<file path="config.mk">
export PLATFORM = sky130hd
export DESIGN_NAME = rx_err_fifo
export DESIGN_NICKNAME = d
export VERILOG_FILES = /design/src/rtl/efifo_pkg.sv /design/src/rtl/efifo_flush_seq.sv /design/src/rtl/efifo_store.sv /design/src/rtl/efifo_occ.sv /design/src/rtl/rx_err_fifo.sv
export SDC_FILE = /design/constraint.sdc
export NUM_CORES = 1
export LEC_CHECK = 0
export BUFFER_PORTS_ARGS = -buffer_cell sky130_fd_sc_hd__buf_2
export CORE_MARGIN = 2
export CORE_UTILIZATION = 56
export CTS_BUF_LIST = sky130_fd_sc_hd__clkbuf_8
export DETAILED_ROUTE_END_ITERATION = 6
export PLACE_DENSITY_LB_ADDON = 0.1
export SLEW_MARGIN = 20
export SYNTH_ARGS = -nofsm -noshare
export SYNTH_HDL_FRONTEND = slang
export SYNTH_SLANG_ARGS = --single-unit
export TNS_END_PERCENT = 5
</file>
<file path="constraint.sdc">
create_clock -name clk -period 3.3 [get_ports clk]
set_input_delay 0 -clock clk [delete_from_list [all_inputs] [get_ports clk]]
set_output_delay 0 -clock clk [all_outputs]
set_load 0.01 [all_outputs]
</file>
<file path="src/rtl/efifo_pkg.sv">
package efifo_pkg;
  localparam int unsigned CHAR_W = 8;

  // Receive entry layout: framing tag above parity tag above data.
  typedef struct packed {
    logic              ferr;
    logic              perr;
    logic [CHAR_W-1:0] data;
  } rx_entry_t;

  localparam int unsigned ENTRY_W = $bits(rx_entry_t);

  // Control word bit positions.
  localparam int unsigned CTL_MODE_BIT  = 0;
  localparam int unsigned CTL_TXRST_BIT = 2;
  localparam int unsigned CTL_RXRST_BIT = 3;
  localparam int unsigned CTL_W         = 4;

  // Index word field placement.
  localparam int unsigned IDX_W      = 16;
  localparam int unsigned IDX_TX_LSB = 0;
  localparam int unsigned IDX_RX_LSB = 8;

  // Flush channels, in control-bit order starting at CTL_TXRST_BIT.
  localparam int unsigned CH_TX = 0;
  localparam int unsigned CH_RX = 1;
  localparam int unsigned N_CH  = 2;
endpackage

</file>
<file path="src/rtl/efifo_flush_seq.sv">
module efifo_flush_seq #(
  parameter int unsigned CYCLES = 4
) (
  input  logic clk,
  input  logic rst_n,
  input  logic start,
  output logic busy
);
  localparam int unsigned CW = $clog2(CYCLES + 1);

  logic [CW-1:0] left_q;

  always_ff @(posedge clk or negedge rst_n) begin
    if (!rst_n) begin
      left_q <= '0;
    end else if (start) begin
      left_q <= CW'(CYCLES);
    end else if (left_q != '0) begin
      left_q <= left_q - 1'b1;
    end
  end

  assign busy = (left_q != '0);
endmodule

</file>
<file path="src/rtl/efifo_store.sv">
module efifo_store
  import efifo_pkg::*;
#(
  parameter int unsigned DEPTH = 16,
  parameter int unsigned CNT_W = $clog2(DEPTH + 1)
) (
  input  logic             clk,
  input  logic             rst_n,
  input  logic             clr,
  input  logic [CNT_W-1:0] cap,
  input  logic             push_valid,
  output logic             push_ready,
  input  rx_entry_t        push_entry,
  output logic             pop_valid,
  input  logic             pop_ready,
  output rx_entry_t        pop_entry,
  output logic [CNT_W-1:0] count
);
  localparam int unsigned PTR_W = (DEPTH > 1) ? $clog2(DEPTH) : 1;
  localparam logic [PTR_W-1:0] LAST = PTR_W'(DEPTH - 1);

  rx_entry_t        mem_q [DEPTH];
  logic [PTR_W-1:0] wr_q, rd_q;
  logic [CNT_W-1:0] cnt_q;
  logic             do_push, do_pop;

  assign push_ready = !clr && (cnt_q < cap);
  assign pop_valid  = !clr && (cnt_q != '0);
  assign do_push    = push_valid && push_ready;
  assign do_pop     = pop_valid && pop_ready;
  assign pop_entry  = pop_valid ? mem_q[rd_q] : '0;
  assign count      = cnt_q;

  always_ff @(posedge clk or negedge rst_n) begin
    if (!rst_n) begin
      wr_q  <= '0;
      rd_q  <= '0;
      cnt_q <= '0;
    end else if (clr) begin
      wr_q  <= '0;
      rd_q  <= '0;
      cnt_q <= '0;
    end else begin
      if (do_push) wr_q <= (wr_q == LAST) ? '0 : wr_q + 1'b1;
      if (do_pop)  rd_q <= (rd_q == LAST) ? '0 : rd_q + 1'b1;
      case ({do_push, do_pop})
        2'b10:   cnt_q <= cnt_q + 1'b1;
        2'b01:   cnt_q <= cnt_q - 1'b1;
        default: cnt_q <= cnt_q;
      endcase
    end
  end

  // Storage has no reset: only written slots are ever presented.
  always_ff @(posedge clk) begin
    if (do_push && !clr) mem_q[wr_q] <= push_entry;
  end
endmodule

</file>
<file path="src/rtl/efifo_occ.sv">
module efifo_occ #(
  parameter int unsigned DEPTH = 16,
  parameter int unsigned CNT_W = $clog2(DEPTH + 1)
) (
  input  logic             clk,
  input  logic             rst_n,
  input  logic             clr,
  input  logic [CNT_W-1:0] cap,
  input  logic             inc_valid,
  output logic             inc_ready,
  input  logic             dec,
  output logic [CNT_W-1:0] count
);
  logic [CNT_W-1:0] cnt_q;
  logic             do_inc, do_dec;

  assign inc_ready = !clr && (cnt_q < cap);
  assign do_inc    = inc_valid && inc_ready;
  assign do_dec    = dec && !clr && (cnt_q != '0);
  assign count     = cnt_q;

  always_ff @(posedge clk or negedge rst_n) begin
    if (!rst_n) begin
      cnt_q <= '0;
    end else if (clr) begin
      cnt_q <= '0;
    end else if (do_inc && !do_dec) begin
      cnt_q <= cnt_q + 1'b1;
    end else if (do_dec && !do_inc) begin
      cnt_q <= cnt_q - 1'b1;
    end
  end
endmodule

</file>
<file path="src/rtl/rx_err_fifo.sv">
module rx_err_fifo
  import efifo_pkg::*;
#(
  parameter int unsigned DEPTH       = 16,
  parameter int unsigned RX_AF_LEVEL = 12,
  parameter int unsigned TX_AE_LEVEL = 4,
  parameter int unsigned RST_CYCLES  = 4
) (
  input  logic               clk,
  input  logic               rst_n,
  input  logic               rx_in_valid,
  output logic               rx_in_ready,
  input  logic [CHAR_W-1:0]  rx_in_data,
  input  logic               rx_in_perr,
  input  logic               rx_in_ferr,
  output logic               rx_out_valid,
  input  logic               rx_out_ready,
  output logic [ENTRY_W-1:0] rx_out_data,
  input  logic               tx_wr_valid,
  output logic               tx_wr_ready,
  input  logic               tx_take,
  input  logic               fcr_wr,
  input  logic [CTL_W-1:0]   fcr_wdata,
  output logic [CTL_W-1:0]   fcr_rdata,
  output logic [IDX_W-1:0]   fifo_index,
  output logic               rx_overrun,
  output logic               rx_almost_full,
  output logic               rx_full,
  output logic               tx_almost_empty,
  output logic               tx_empty
);
  localparam int unsigned CNT_W = $clog2(DEPTH + 1);
  localparam int unsigned GAP_W = IDX_RX_LSB - CNT_W;
  localparam int unsigned TOP_W = IDX_W - IDX_RX_LSB - CNT_W;

  logic             mode_q;
  logic             ovr_q;
  logic [CNT_W-1:0] cap;
  logic [N_CH-1:0]  flush_start, flush_busy, flush_clr;
  logic [CNT_W-1:0] rx_cnt, tx_cnt;
  rx_entry_t        in_entry, out_entry;

  // Control word: mode bit stored, flush bits launch sequencers.
  always_ff @(posedge clk or negedge rst_n) begin
    if (!rst_n) mode_q <= 1'b0;
    else if (fcr_wr) mode_q <= fcr_wdata[CTL_MODE_BIT];
  end

  assign cap = mode_q ? CNT_W'(DEPTH) : CNT_W'(1);

  for (genvar ch = 0; ch < N_CH; ch++) begin : g_flush
    assign flush_start[ch] = fcr_wr && fcr_wdata[CTL_TXRST_BIT + ch];
    efifo_flush_seq #(.CYCLES(RST_CYCLES)) u_seq (
      .clk   (clk),
      .rst_n (rst_n),
      .start (flush_start[ch]),
      .busy  (flush_busy[ch])
    );
    assign flush_clr[ch] = flush_start[ch] || flush_busy[ch];
  end

  always_comb begin
    fcr_rdata                = '0;
    fcr_rdata[CTL_MODE_BIT]  = mode_q;
    fcr_rdata[CTL_TXRST_BIT] = flush_busy[CH_TX];
    fcr_rdata[CTL_RXRST_BIT] = flush_busy[CH_RX];
  end

  // Receive queue.
  assign in_entry = '{ferr: rx_in_ferr, perr: rx_in_perr, data: rx_in_data};

  efifo_store #(.DEPTH(DEPTH), .CNT_W(CNT_W)) u_rxq (
    .clk        (clk),
    .rst_n      (rst_n),
    .clr        (flush_clr[CH_RX]),
    .cap        (cap),
    .push_valid (rx_in_valid),
    .push_ready (rx_in_ready),
    .push_entry (in_entry),
    .pop_valid  (rx_out_valid),
    .pop_ready  (rx_out_ready),
    .pop_entry  (out_entry),
    .count      (rx_cnt)
  );

  assign rx_out_data = out_entry;

  // Overrun: receiver offered a character the queue could not take.
  always_ff @(posedge clk or negedge rst_n) begin
    if (!rst_n) ovr_q <= 1'b0;
    else        ovr_q <= rx_in_valid && !rx_in_ready && !flush_clr[CH_RX];
  end
  assign rx_overrun = ovr_q;

  // Transmit occupancy.
  efifo_occ #(.DEPTH(DEPTH), .CNT_W(CNT_W)) u_txc (
    .clk       (clk),
    .rst_n     (rst_n),
    .clr       (flush_clr[CH_TX]),
    .cap       (cap),
    .inc_valid (tx_wr_valid),
    .inc_ready (tx_wr_ready),
    .dec       (tx_take),
    .count     (tx_cnt)
  );

  // Level flags.
  assign rx_almost_full  = (rx_cnt >= CNT_W'(RX_AF_LEVEL));
  assign rx_full         = (rx_cnt >= cap);
  assign tx_almost_empty = (tx_cnt <= CNT_W'(TX_AE_LEVEL));
  assign tx_empty        = (tx_cnt == '0);

  assign fifo_index = {{TOP_W{1'b0}}, rx_cnt, {GAP_W{1'b0}}, tx_cnt};
endmodule

</file>
Word-level counts from Yosys, hierarchy flattened
Memory sizes are Yosys's and may differ from the RTL's.
Cells that the tools add are included.
{"block": "totals", "mem_count": 1, "in_bits": 21, "mem_bits_rw": 160, "out_inout_bits": 38, "reg_bits": 26}
{"memory": "u_rxq.mem_q", "depth": 16, "word_bits": 10, "rd": 1, "rd_clocked_by_memory_dff": 0, "write_ports": 1, "line_no": "efifo_store.sv:22", "source": "rx_entry_t mem_q [DEPTH];"}
{"block": "classes", "order_cmp": 5, "n_eq_ne": 4, "n_mux": 19, "n_addsub": 8, "reduce_logical": 33}
{"operator": "$mux 5", "n": 5}
{"operator": "$mux 4", "n": 6}
{"operator": "$logic_and 1x1->1", "n": 15}
{"operator": "$mux 3", "n": 4}
{"operator": "$reduce_bool 3->1", "n": 4}
{"operator": "$add 5x1->5 const B", "n": 2}
{"operator": "$lt 5x5->1", "n": 2}
{"operator": "$mux 10", "n": 1}
{"operator": "$pmux 5 s2", "n": 1}
{"operator": "$reduce_bool 5->1", "n": 2}
{"operator": "$sub 5x1->5 const B", "n": 2}
{"operator": "$add 4x1->4 const B", "n": 2}
{"operator": "$eq 4x4->1 const B", "n": 2}
{"operator": "$reduce_bool 2->1", "n": 4}
{"operator": "$sub 3x1->3 const B", "n": 2}
{"operator": "$ge 5x4->1 const B", "n": 1}
{"operator": "$ge 5x5->1", "n": 1}
{"operator": "$le 5x3->1 const B", "n": 1}
{"operator": "$logic_not 1->1", "n": 5}
{"operator": "$logic_not 5->1", "n": 1}
{"operator": "$eq 2x1->1 const B", "n": 1}
{"operator": "$eq 2x2->1 const B", "n": 1}
{"operator": "$logic_or 1x1->1", "n": 2}
{"operator": "$mux 1", "n": 2}

Longest topological paths before layout
Gate-level depths: netlist of the first run.
{"block": "depth", "depth_word": 10, "mapped_depth": 14, "ltp_nobuf": 13}

By module
A second synthesis of the first run with hierarchy kept.
{"block": "unflattened", "hier_cells": 481, "area_unflattened_um2": 8270.4}
{"module": "efifo_store", "cells_each": 363, "area_per_inst_um2": 7159.4, "seq_area_each_um2": 5129.9, "instances": 1}
{"module": "efifo_occ", "cells_each": 56, "area_per_inst_um2": 515.5, "seq_area_each_um2": 125.1, "instances": 1}
{"module": "efifo_flush_seq", "cells_each": 16, "area_per_inst_um2": 177.7, "seq_area_each_um2": 75.1, "instances": 2}
{"module": "rx_err_fifo", "cells_each": 30, "area_per_inst_um2": 240.2, "seq_area_each_um2": 50.0, "instances": 1}

Worst setup path before layout of the first run
OpenSTA, ideal clock, no wires.
{"block": "synth_path", "kind": "reg2reg", "start": "register u_rxq.cnt_q[0], in the netlist u_rxq.count[0]", "end": "register u_rxq.cnt_q[2], in the netlist u_rxq.count[2]", "path_stages_with_launch": 14, "arrival_ps": 3179, "setup_slack_ps": 43, "setup_ps": 78, "period_less_slack_ps": 3257, "path_cell_list": "dfrtp_1 > inv_1 > ha_1 > or4b_4 > a2111oi_4 > inv_1 > ha_1 > clkbuf_1 > xor2_1 > ha_1 > a21oi_1 > xor2_1 > or3_1 > a21oi_1"}
{"block": "synth_via", "elab_chain_cells": 6, "word_cells_on_any_way": 13, "cone_classes": "add/sub: 2; order compare: 1; eq/ne: 2; mux: 2; reduce/logical: 6"}
{"element": "start, declared", "line_no": "efifo_store.sv:24", "source": "logic [CNT_W-1:0] cnt_q;"}
{"element": "start signal, assigned", "line_no": "efifo_store.sv:47", "source": "2'b10: cnt_q <= cnt_q + 1'b1;"}
{"element": "start signal, assigned", "line_no": "efifo_store.sv:48", "source": "2'b01: cnt_q <= cnt_q - 1'b1;"}
{"element": "start signal, assigned", "line_no": "efifo_store.sv:49", "source": "default: cnt_q <= cnt_q;"}
{"element": "$lt 5x5->1 / $reduce_bool 5->1 (equally long branches)", "line_no": "efifo_store.sv:27, efifo_store.sv:28"}
{"element": "$logic_and 1x1->1 (on tied branches)", "line_no": "efifo_store.sv:27, efifo_store.sv:28"}
{"element": "$logic_and 1x1->1 (on tied branches)", "line_no": "efifo_store.sv:29, efifo_store.sv:30"}
{"element": "$eq 2x1->1 / $eq 2x2->1 (equally long branches)", "line_no": "efifo_store.sv:46", "source": "case ({do_push, do_pop})"}
{"element": "$pmux 5 s2", "line_no": "efifo_store.sv:46"}
{"element": "$mux 5", "line_no": "efifo_store.sv:39", "source": "end else if (clr) begin"}
Parallel ways exist; a longest one is shown, timed or not.
A chain may end at the register's enable or synchronous reset.

Final worst setup path of the first run
{"block": "layout_path", "start": "register mode_q", "end": "register u_rxq.cnt_q[4], in the netlist u_rxq.count[4]"}
{"block": "layout_via", "elab_chain_cells": 7, "word_cells_on_any_way": 9, "cone_classes": "order compare: 1; eq/ne: 2; mux: 3; reduce/logical: 3"}
{"element": "start, declared", "line_no": "rx_err_fifo.sv:36", "source": "logic mode_q;"}
{"element": "start signal, assigned", "line_no": "rx_err_fifo.sv:46", "source": "else if (fcr_wr) mode_q <= fcr_wdata[CTL_MODE_BIT];"}
{"element": "$mux 5 (*)", "line_no": "rx_err_fifo.sv:49", "source": "assign cap = mode_q ? CNT_W'(DEPTH) : CNT_W'(1);"}
{"element": "$lt 5x5->1 (*)", "line_no": "efifo_store.sv:27", "source": "assign push_ready = !clr && (cnt_q < cap);"}
{"element": "$logic_and 1x1->1 (*)", "line_no": "efifo_store.sv:27"}
{"element": "$logic_and 1x1->1 (*)", "line_no": "efifo_store.sv:29", "source": "assign do_push = push_valid && push_ready;"}
{"element": "$eq 2x1->1 / $eq 2x2->1 (equally long branches)", "line_no": "efifo_store.sv:46"}
{"element": "$pmux 5 s2", "line_no": "efifo_store.sv:46"}
{"element": "$mux 5", "line_no": "efifo_store.sv:39"}
Mark *: on every way between the ends. The rest lies on a longest branch, timed or not.

==> results of run 1 <==
-- layer usage --
layer,track usage,vias to the layer above,routed length (µm)
met5,0,-,0
met4,0.0688,0,211
met3,0.0517,20,668
met2,0.377,123,8010
met1,0.286,2250,6820
li1,-,2015,-
-- cell families after synthesis --
family          count (synthesis)
buf+inv                        45
flops                         186
other cells                     1
simple gates                   90
xor+xnor                       11
fa+ha+maj                      21
compound gates                 57
mux                            64
-- final timing paths --
kind	startpoint	endpoint	cells past startpoint	slack, ps
max	mode_q$_DFFE_PN0P_	u_rxq.count[4]$_DFFE_PN0P_	12	280
min	rst_n	u_rxq.rd_q[3]$_DFFE_PN0P_	2	90
max reg2reg	mode_q$_DFFE_PN0P_	u_rxq.count[4]$_DFFE_PN0P_	12	280
min reg2reg	g_flush[1].u_seq.left_q[2]$_DFFE_PN0N_	g_flush[1].u_seq.left_q[2]$_DFFE_PN0N_	1	490
max in group asynchronous	rst_n	u_rxq.rd_q[0]$_DFFE_PN0P_	2	2780
min in group clk	fcr_wdata[3]	g_flush[1].u_seq.left_q[0]$_DFFE_PN0N_	3	90
-- layout make-up --
| cell class | instances | area [µm²] |
|---|---|---|
| Sequential cell | 186 | 5460 |
| Fill cell | 1009 | 4820 |
| Multi-Input combinational cell | 250 | 2430 |
| Timing Repair Buffer | 97 | 663 |
| Clock buffer | 17 | 234 |
| Tap cell | 180 | 225 |
| Clock inverter | 15 | 111 |
| Inverter | 14 | 52.6 |
-- synthesized netlist by cell type, drive strengths merged, types with 3 or more instances --
cell and count:
ha 20, nand2 25, a21o 4, nor3 5
mux4 40, a21oi 13, clkbuf 13, nor3b 5
or3 4, nand3 6, and2 13, inv 14
a211oi 4, edfxtp 160, nor2 17, nand2b 4
buf 18, a2111oi 3, dfrtp 26, o21ai 16
mux2 10, xnor2 6, xor2 5, and3 4
mux2i 14, o31ai 3
-- sequential cells by signal, indices dropped and copies added (netlist names) --
name,count
g_flush.u_seq.left_q,6
mode_q,1
u_rxq.mem_q,160
u_rxq.rd_q,4
u_rxq.wr_q,4
u_rxq.count,5
rx_overrun,1
u_txc.count,5
-- through the flow --
stage,util,cells,cell area [µm²],power (mW),hold WS [ps]
6_report,0.656,759,9170,4.45,86.9
5_1_grt,0.656,759,9170,4.64,106
4_1_cts,0.656,759,9170,4.48,66.8
3_5_place_dp,0.617,708,8640,3.13,51.6
3_3_place_gp,0.617,708,8640,3.10,43.1
2_1_floorplan,-,481,8100,3.00,-296
-- power breakdown --
group / switching, mW / total, mW / internal [mW]
combinational: 0.264 / 0.461 / 0.198
clock: 0.772 / 1.36 / 0.583
sequential: 0.0331 / 2.64 / 2.61
-- worst max-delay path: cells and delay by family, from the launching register on --
family          cells  cell delay, ps
simple gates        2             830
compound gates      4             710
buf+inv             2             260
xor+xnor            1             150
flops               1             410
fa+ha+maj           3             590
-- repair_timing --
item | CTS | global route
setup buffers | 0 | 0
hold buffers | 19 | 0
endpoints found under the setup margin | 0 | 2
endpoints found under the hold margin | 196 | 0
resized for setup | 0 | 0
-- layout by cell type (no fill, tap or decap), types with 2 or more instances in the layout --
cell type / count
clkinv_2: 8
buf_4: 27
edfxtp_1: 160
clkbuf_8: 17
a2111oi_2: 2
a211o_1: 2
nor3_1: 5
mux2i_1: 14
and3_1: 4
and3b_1: 2
a211oi_1: 4
inv_1: 15
mux2_2: 10
dfrtp_1: 25
nand2_1: 25
ha_1: 20
conb_1: 7
nor3b_1: 4
clkinv_4: 3
a21oi_1: 13
xnor2_1: 6
o31ai_1: 3
or3_1: 4
o21ai_0: 16
nand3_1: 6
buf_2: 50
a31oi_1: 2
dlygate4sd3_1: 19
nand2b_1: 4
mux4_2: 40
a21o_1: 4
xor2_1: 5
nor2_1: 17
and2_1: 13
==> out/qor.yml, run 1 <==
status: "finished clean"
irDropWorstVdd_mv: 0.275
pre_cts_slack_ps: 227
syn_inst: 475
wirelength_um: 15700
end_kind: "flip-flop"
synth-compound-area-share: 0.0507
vias: 4408
grt_usage: 0.222
max-slew-margin-rel: 0.575
finalSetupViolations: 0
ctsRootBufferMaster: "clkbuf_8"
dpl.hpwl_um: 9980
synth-xor-area-share: 0.0119
period_needed_ps: 3020
synthSimpleGateAreaFrac: 0.0586
die_w_um: 124
finalHoldViolCount: 0
synth-edff-count: 160
drc: 0
drv_slew: 0
cts_sinks: 186
clock_latency_ps: 450
tns_ps: 0
cts_max_path_buffers: 2
grt_max_degree: 27
cts_tree: "built"
cp_data_arrival_time_ps: 3390
grt_pass1_vias: 4592
cp_cell_sequence: "inv_1 > ha_1 > or4b_4 > a2111oi_4 > inv_1 > ha_1 > xor2_1 > ha_1 > a211o_1 > o211ai_1 > or3_1 > a21oi_1"
grt_antenna_before_repair: 0
max_freq_ghz: 0.331
ys_types: 50
clkTransAtPathRegs_ps: 90
fin_nets: 608
coreArea_mm2: 0.0140
yosysSeqAreaShare: 0.676
antenna_cells: 0
initial_core_util: 0.577
cp_max_fo: 4
cts_inserted_buffers: 17
row_count: 43
startpoint_type: "flip-flop"
crit_type: "reg2reg"
die_area_mm2: 0.0154
hold_class: "in2async"
cpMaxStageDelayCell: "or4b_4"
syn2layout_area_growth_pct: 13.6
yosys_warnings: 0
port_buffers: 50
postSynthAreaPerCell_um2: 17.0
max_slew.worst_pin.slew_ps: 638
skew_ps: 11.4
ys_ff_latch: 186
synthFlopType: "edfxtp_1"
async_flop_share: 0.140
drt_pass1_iterations: 4
die_h_um: 124
wire_per_inst_um: 20.7
rsz0062_at_grt: "no"
synth_top_area_share: 0.595
via_per_inst: 5.81
globalRouteOverflowTotal: 0
yosysTopAreaCell: "edfxtp_1"
setup_slack_ps: 283
final_antenna_net_count: 0
gp_congestion: 0.866
synth_area_mm2: 0.00807
cp_common_cell: "ha_1"
synth.area.top_cells: "edfxtp_1, mux4_2, dfrtp_1"
post-route-period-util: 0.914
drive_above_1_share: 0.288
p_leak_nw: 3.26
htree_levels: 4
synth_adder_area_share: 0.0335
crit_required_ps: 3680
grt_first_pass_wirelength_um: 24400
drt_iter0_drc: 293
io_pins: 59
synth_top_family_by_area: "multiplexers"
cap_violations: 0
synth_mux_area_frac: 0.143
p_per_area_mw_per_mm2: 486
cp_slowest_stage_delay_ps: 480
Note: power is estimated with default switching activity, not from simulation.
==> run 2: changes to the inputs <==
--- a/config.mk
+++ b/config.mk
@@ -5,12 +5,15 @@
 export SDC_FILE = /design/constraint.sdc
 export NUM_CORES = 1
 export LEC_CHECK = 0
+export ABC_AREA = 1
 export BUFFER_PORTS_ARGS = -buffer_cell sky130_fd_sc_hd__buf_2
 export CORE_MARGIN = 2
-export CORE_UTILIZATION = 56
+export CORE_UTILIZATION = 57
 export CTS_BUF_LIST = sky130_fd_sc_hd__clkbuf_8
 export DETAILED_ROUTE_END_ITERATION = 6
+export GPL_ROUTABILITY_DRIVEN = 1
 export PLACE_DENSITY_LB_ADDON = 0.1
+export SETUP_SLACK_MARGIN = 0.1
 export SLEW_MARGIN = 20
 export SYNTH_ARGS = -nofsm -noshare
 export SYNTH_HDL_FRONTEND = slang
==> run 2 against run 1 <==
Net effect: critical path depth is 4 higher; largest power group unchanged; maximum frequency is 17% higher; routed wire length is 17% higher; clock power is 12% higher; global-route usage is 1.5 points higher; largest cell class unchanged; power is 20% higher; sequential power hardly changed; cell area is 7.7% higher.
==> out/qor.yml, run 2 <==
rsz0062_at_grt: "no"
r2r_cells: 16  # +4
p_leak_nw: 4.56  # +40%
startpoint_type: "flip-flop"
setup_slack_ps: 724  # +441 ps
cap_violations: 0  # unchanged
ys_types: 34  # -32%
tns_ps: 0  # unchanged
cts_sinks: 186  # unchanged
clkTransAtPathRegs_ps: 90  # about the same
p_per_area_mw_per_mm2: 540  # +11%
top_register: "u_rxq.mem_q"
irDropWorstVdd_mv: 0.339  # +23%
internal_power_mw: 3.74  # +10%
ctsRootBufferMaster: "clkbuf_8"
top_regs: "u_rxq.mem_q (160), g_flush.u_seq.left_q (6)"
max-slew-margin-rel: 0.389  # -0.186
grtUsageMet1: 0.315  # +0.0289
syn2layout_area_growth_pct: 11.3
fin_util: 0.650  # -0.00559
drt_iter0_drc: 531  # +81%
crit_type: "reg2reg"
synth_commonest_cells: "nand2_1, edfxtp_1, inv_1"
yosysTopAreaCell: "edfxtp_1"
r2r_start: "g_flush[1].u_seq.left_q[0]$_DFFE_PN0N_"
yosysSeqAreaShare: 0.614  # -0.0613
gp_congestion: 0.814  # -6.0%
grt_pass1_vias: 5825  # +27%
cts_max_path_buffers: 2  # unchanged
dpl.hpwl_um: 11800  # +18%
wire_per_inst_um: 15.2  # -26%
io_pins: 59  # unchanged
globalRouteOverflowTotal: 0  # unchanged
period_needed_ps: 2580  # -441 ps
wirelength_um: 18400  # +17%
max_slew.worst_pin.slew_ps: 917  # +279 ps
pwr-share-seq: 0.498  # -0.094
cts-resized-gates: 0  # unchanged
drv_slew: 0  # unchanged
drc: 0  # unchanged
rr_endpoint: "u_rxq.count[4]$_DFFE_PN0P_"
die_h_um: 129  # +3.8%
synth_area_mm2: 0.00888  # +10%
post-route-period-util: 0.781  # -0.134
p_sw_frac: 0.300  # +0.0597
fin_nets: 1046  # +72%
fillers: 1235  # +22%
synth_top_area_share: 0.541  # -0.0540
via_per_inst: 5.07  # -13%
power.switching_mw: 1.60  # +50%
vias: 6112  # +39%
grt_usage: 0.237  # +0.0147
skew_ps: 15.1  # +3.69 ps
dp_cells: 1151  # +63%
cts_inserted_buffers: 17  # unchanged
finalHoldViolCount: 0  # unchanged
finalNonFillerCells: 1205  # +59%
busiest_layer: "met2"
initial_core_util: 0.584  # +0.00692
end_kind: "flip-flop"
cp_data_arrival_time_ps: 2940  # -450 ps
synthFlopType: "edfxtp_1"
row_count: 45  # +4.7%
cts_tree: "built"
hold_class: "in2async"
htree_levels: 4  # unchanged
total_power_mw: 5.34  # +20%
port_buffers: 50  # unchanged
clock_latency_ps: 460  # about the same
finalInstanceArea_mm2: 0.00988  # +7.7%
coreArea_mm2: 0.0152  # +8.7%
die_w_um: 129  # +3.8%
rrSetupSlack_ps: 720  # +440 ps
grt_first_pass_wirelength_um: 29400  # +20%
gr-usage-met3: 0.0399  # -0.0118
ys_ff_latch: 186  # unchanged
hold-worst-slack_ps: 77.8  # -9.05 ps
status: "finished clean"
final_antenna_net_count: 0  # unchanged
synth.area.top_cells: "edfxtp_1, nand2_1, dfrtp_1"
synth-edff-count: 160  # unchanged
grt_use_met2: 0.393  # +0.0157
grt_antenna_before_repair: 0  # unchanged
finalSetupViolations: 0  # unchanged
yosysMostFrequentCell: "nand2_1"
max_freq_ghz: 0.388  # +17%
syn_inst: 928  # +95%
placed_area_mm2: 0.00927  # +7.3%
drt_pass1_iterations: 5  # +1
antenna_cells: 0  # unchanged
power_frac_clock: 0.284  # -0.020
power.share.combinational: 0.218  # +0.114
pre_cts_slack_ps: 696  # +469 ps
largest_reg_flops: 160  # unchanged
crit_required_ps: 3660  # -20 ps
die_area_mm2: 0.0166  # +7.8%
layout_common_cells: "nand2_1, edfxtp_1, inv_1"
cp_max_fo: 12  # +8
layout_commonest_cell: "nand2_1"
grt_max_degree: 84  # +210%
async_flop_share: 0.140  # unchanged
yosys_warnings: 0  # unchanged
postSynthAreaPerCell_um2: 9.57  # -44%
drive_above_1_share: 0.117  # -0.171
==> run 2: worst max-delay path by stage <==
stage,start,endpoint,slack (ps)
2_1_floorplan,g_flush[1].u_seq.left_q[0]$_DFFE_PN0N_,u_rxq.count[4]$_DFFE_PN0P_,1020
3_3_place_gp,g_flush[1].u_seq.left_q[0]$_DFFE_PN0N_,u_rxq.count[4]$_DFFE_PN0P_,750
3_5_place_dp,g_flush[1].u_seq.left_q[0]$_DFFE_PN0N_,u_rxq.count[4]$_DFFE_PN0P_,700
4_1_cts,g_flush[1].u_seq.left_q[0]$_DFFE_PN0N_,u_rxq.count[4]$_DFFE_PN0P_,710
5_1_grt,g_flush[1].u_seq.left_q[0]$_DFFE_PN0N_,u_rxq.count[4]$_DFFE_PN0P_,350
6_report,g_flush[1].u_seq.left_q[0]$_DFFE_PN0N_,u_rxq.count[4]$_DFFE_PN0P_,720
==> run 2: cell type report <==
| cell class | count | area (µm²) | area share |
|---|---|---|---|
| clock buffer | 17 | 234 | 0.0237 |
| clock inverter | 15 | 161 | 0.0163 |
| sequential | 186 | 5460 | 0.552 |
| tap | 188 | 235 | 0.0238 |
| timing repair buffer | 93 | 641 | 0.0648 |
| multi-input combinational | 554 | 2580 | 0.261 |
| inverter | 152 | 576 | 0.0582 |
==> run 2: power by group through the flow <==
stage | sequential [mW] | combinational [mW] | clock (mW)
4_1_cts | 2.66 | 1.18 | 1.54
6_report | 2.66 | 1.16 | 1.52
3_5_place_dp | 2.71 | 1.15 | 0
3_3_place_gp | 2.71 | 1.12 | 0
2_1_floorplan | 2.71 | 0.950 | 0
5_1_grt | 2.67 | 1.34 | 1.64
==> run 2: critical path, stage by stage, from the launching register on <==
cell and delay, ps:
dfrtp_1 370, inv_1 100, ha_1 220, nand3_4 150, inv_2 190, nand3_1 140
inv_1 130, ha_1 290, xor2_1 220, ha_1 170, a21oi_1 50, nor2_1 160
nand2_1 90, nand2_1 60, nand2_1 40, nand3_1 60, nand2_1 50
==> run 2: kinds of logic (layout without fill, tap and decap cells) <==
logic type,count (synthesis),count (layout),synth area share
and+or+nand+nor,478,478,0.225
buffers and inverters,194,277,0.0978
DFF,186,186,0.614
AOI/OAI and AO/OA,37,37,0.0216
adders and majority gates,21,21,0.0304
xor gates and xnor gates,11,11,0.0108
other,1,7,0.000422
==> run 2: metal layers <==
layer	up-vias	share of wire	routed length, µm
li1	3078	-	-
met1	2861	0.44	8160
met2	142	0.49	9020
met3	31	0.041	760
met4	0	0.024	434
met5	-	0	0
==> run 2: what timing repair did <==
action	4_1_cts	5_1_grt
buffers inserted	0	0
hold buffers	22	0
endpoints found under the hold margin	198	0
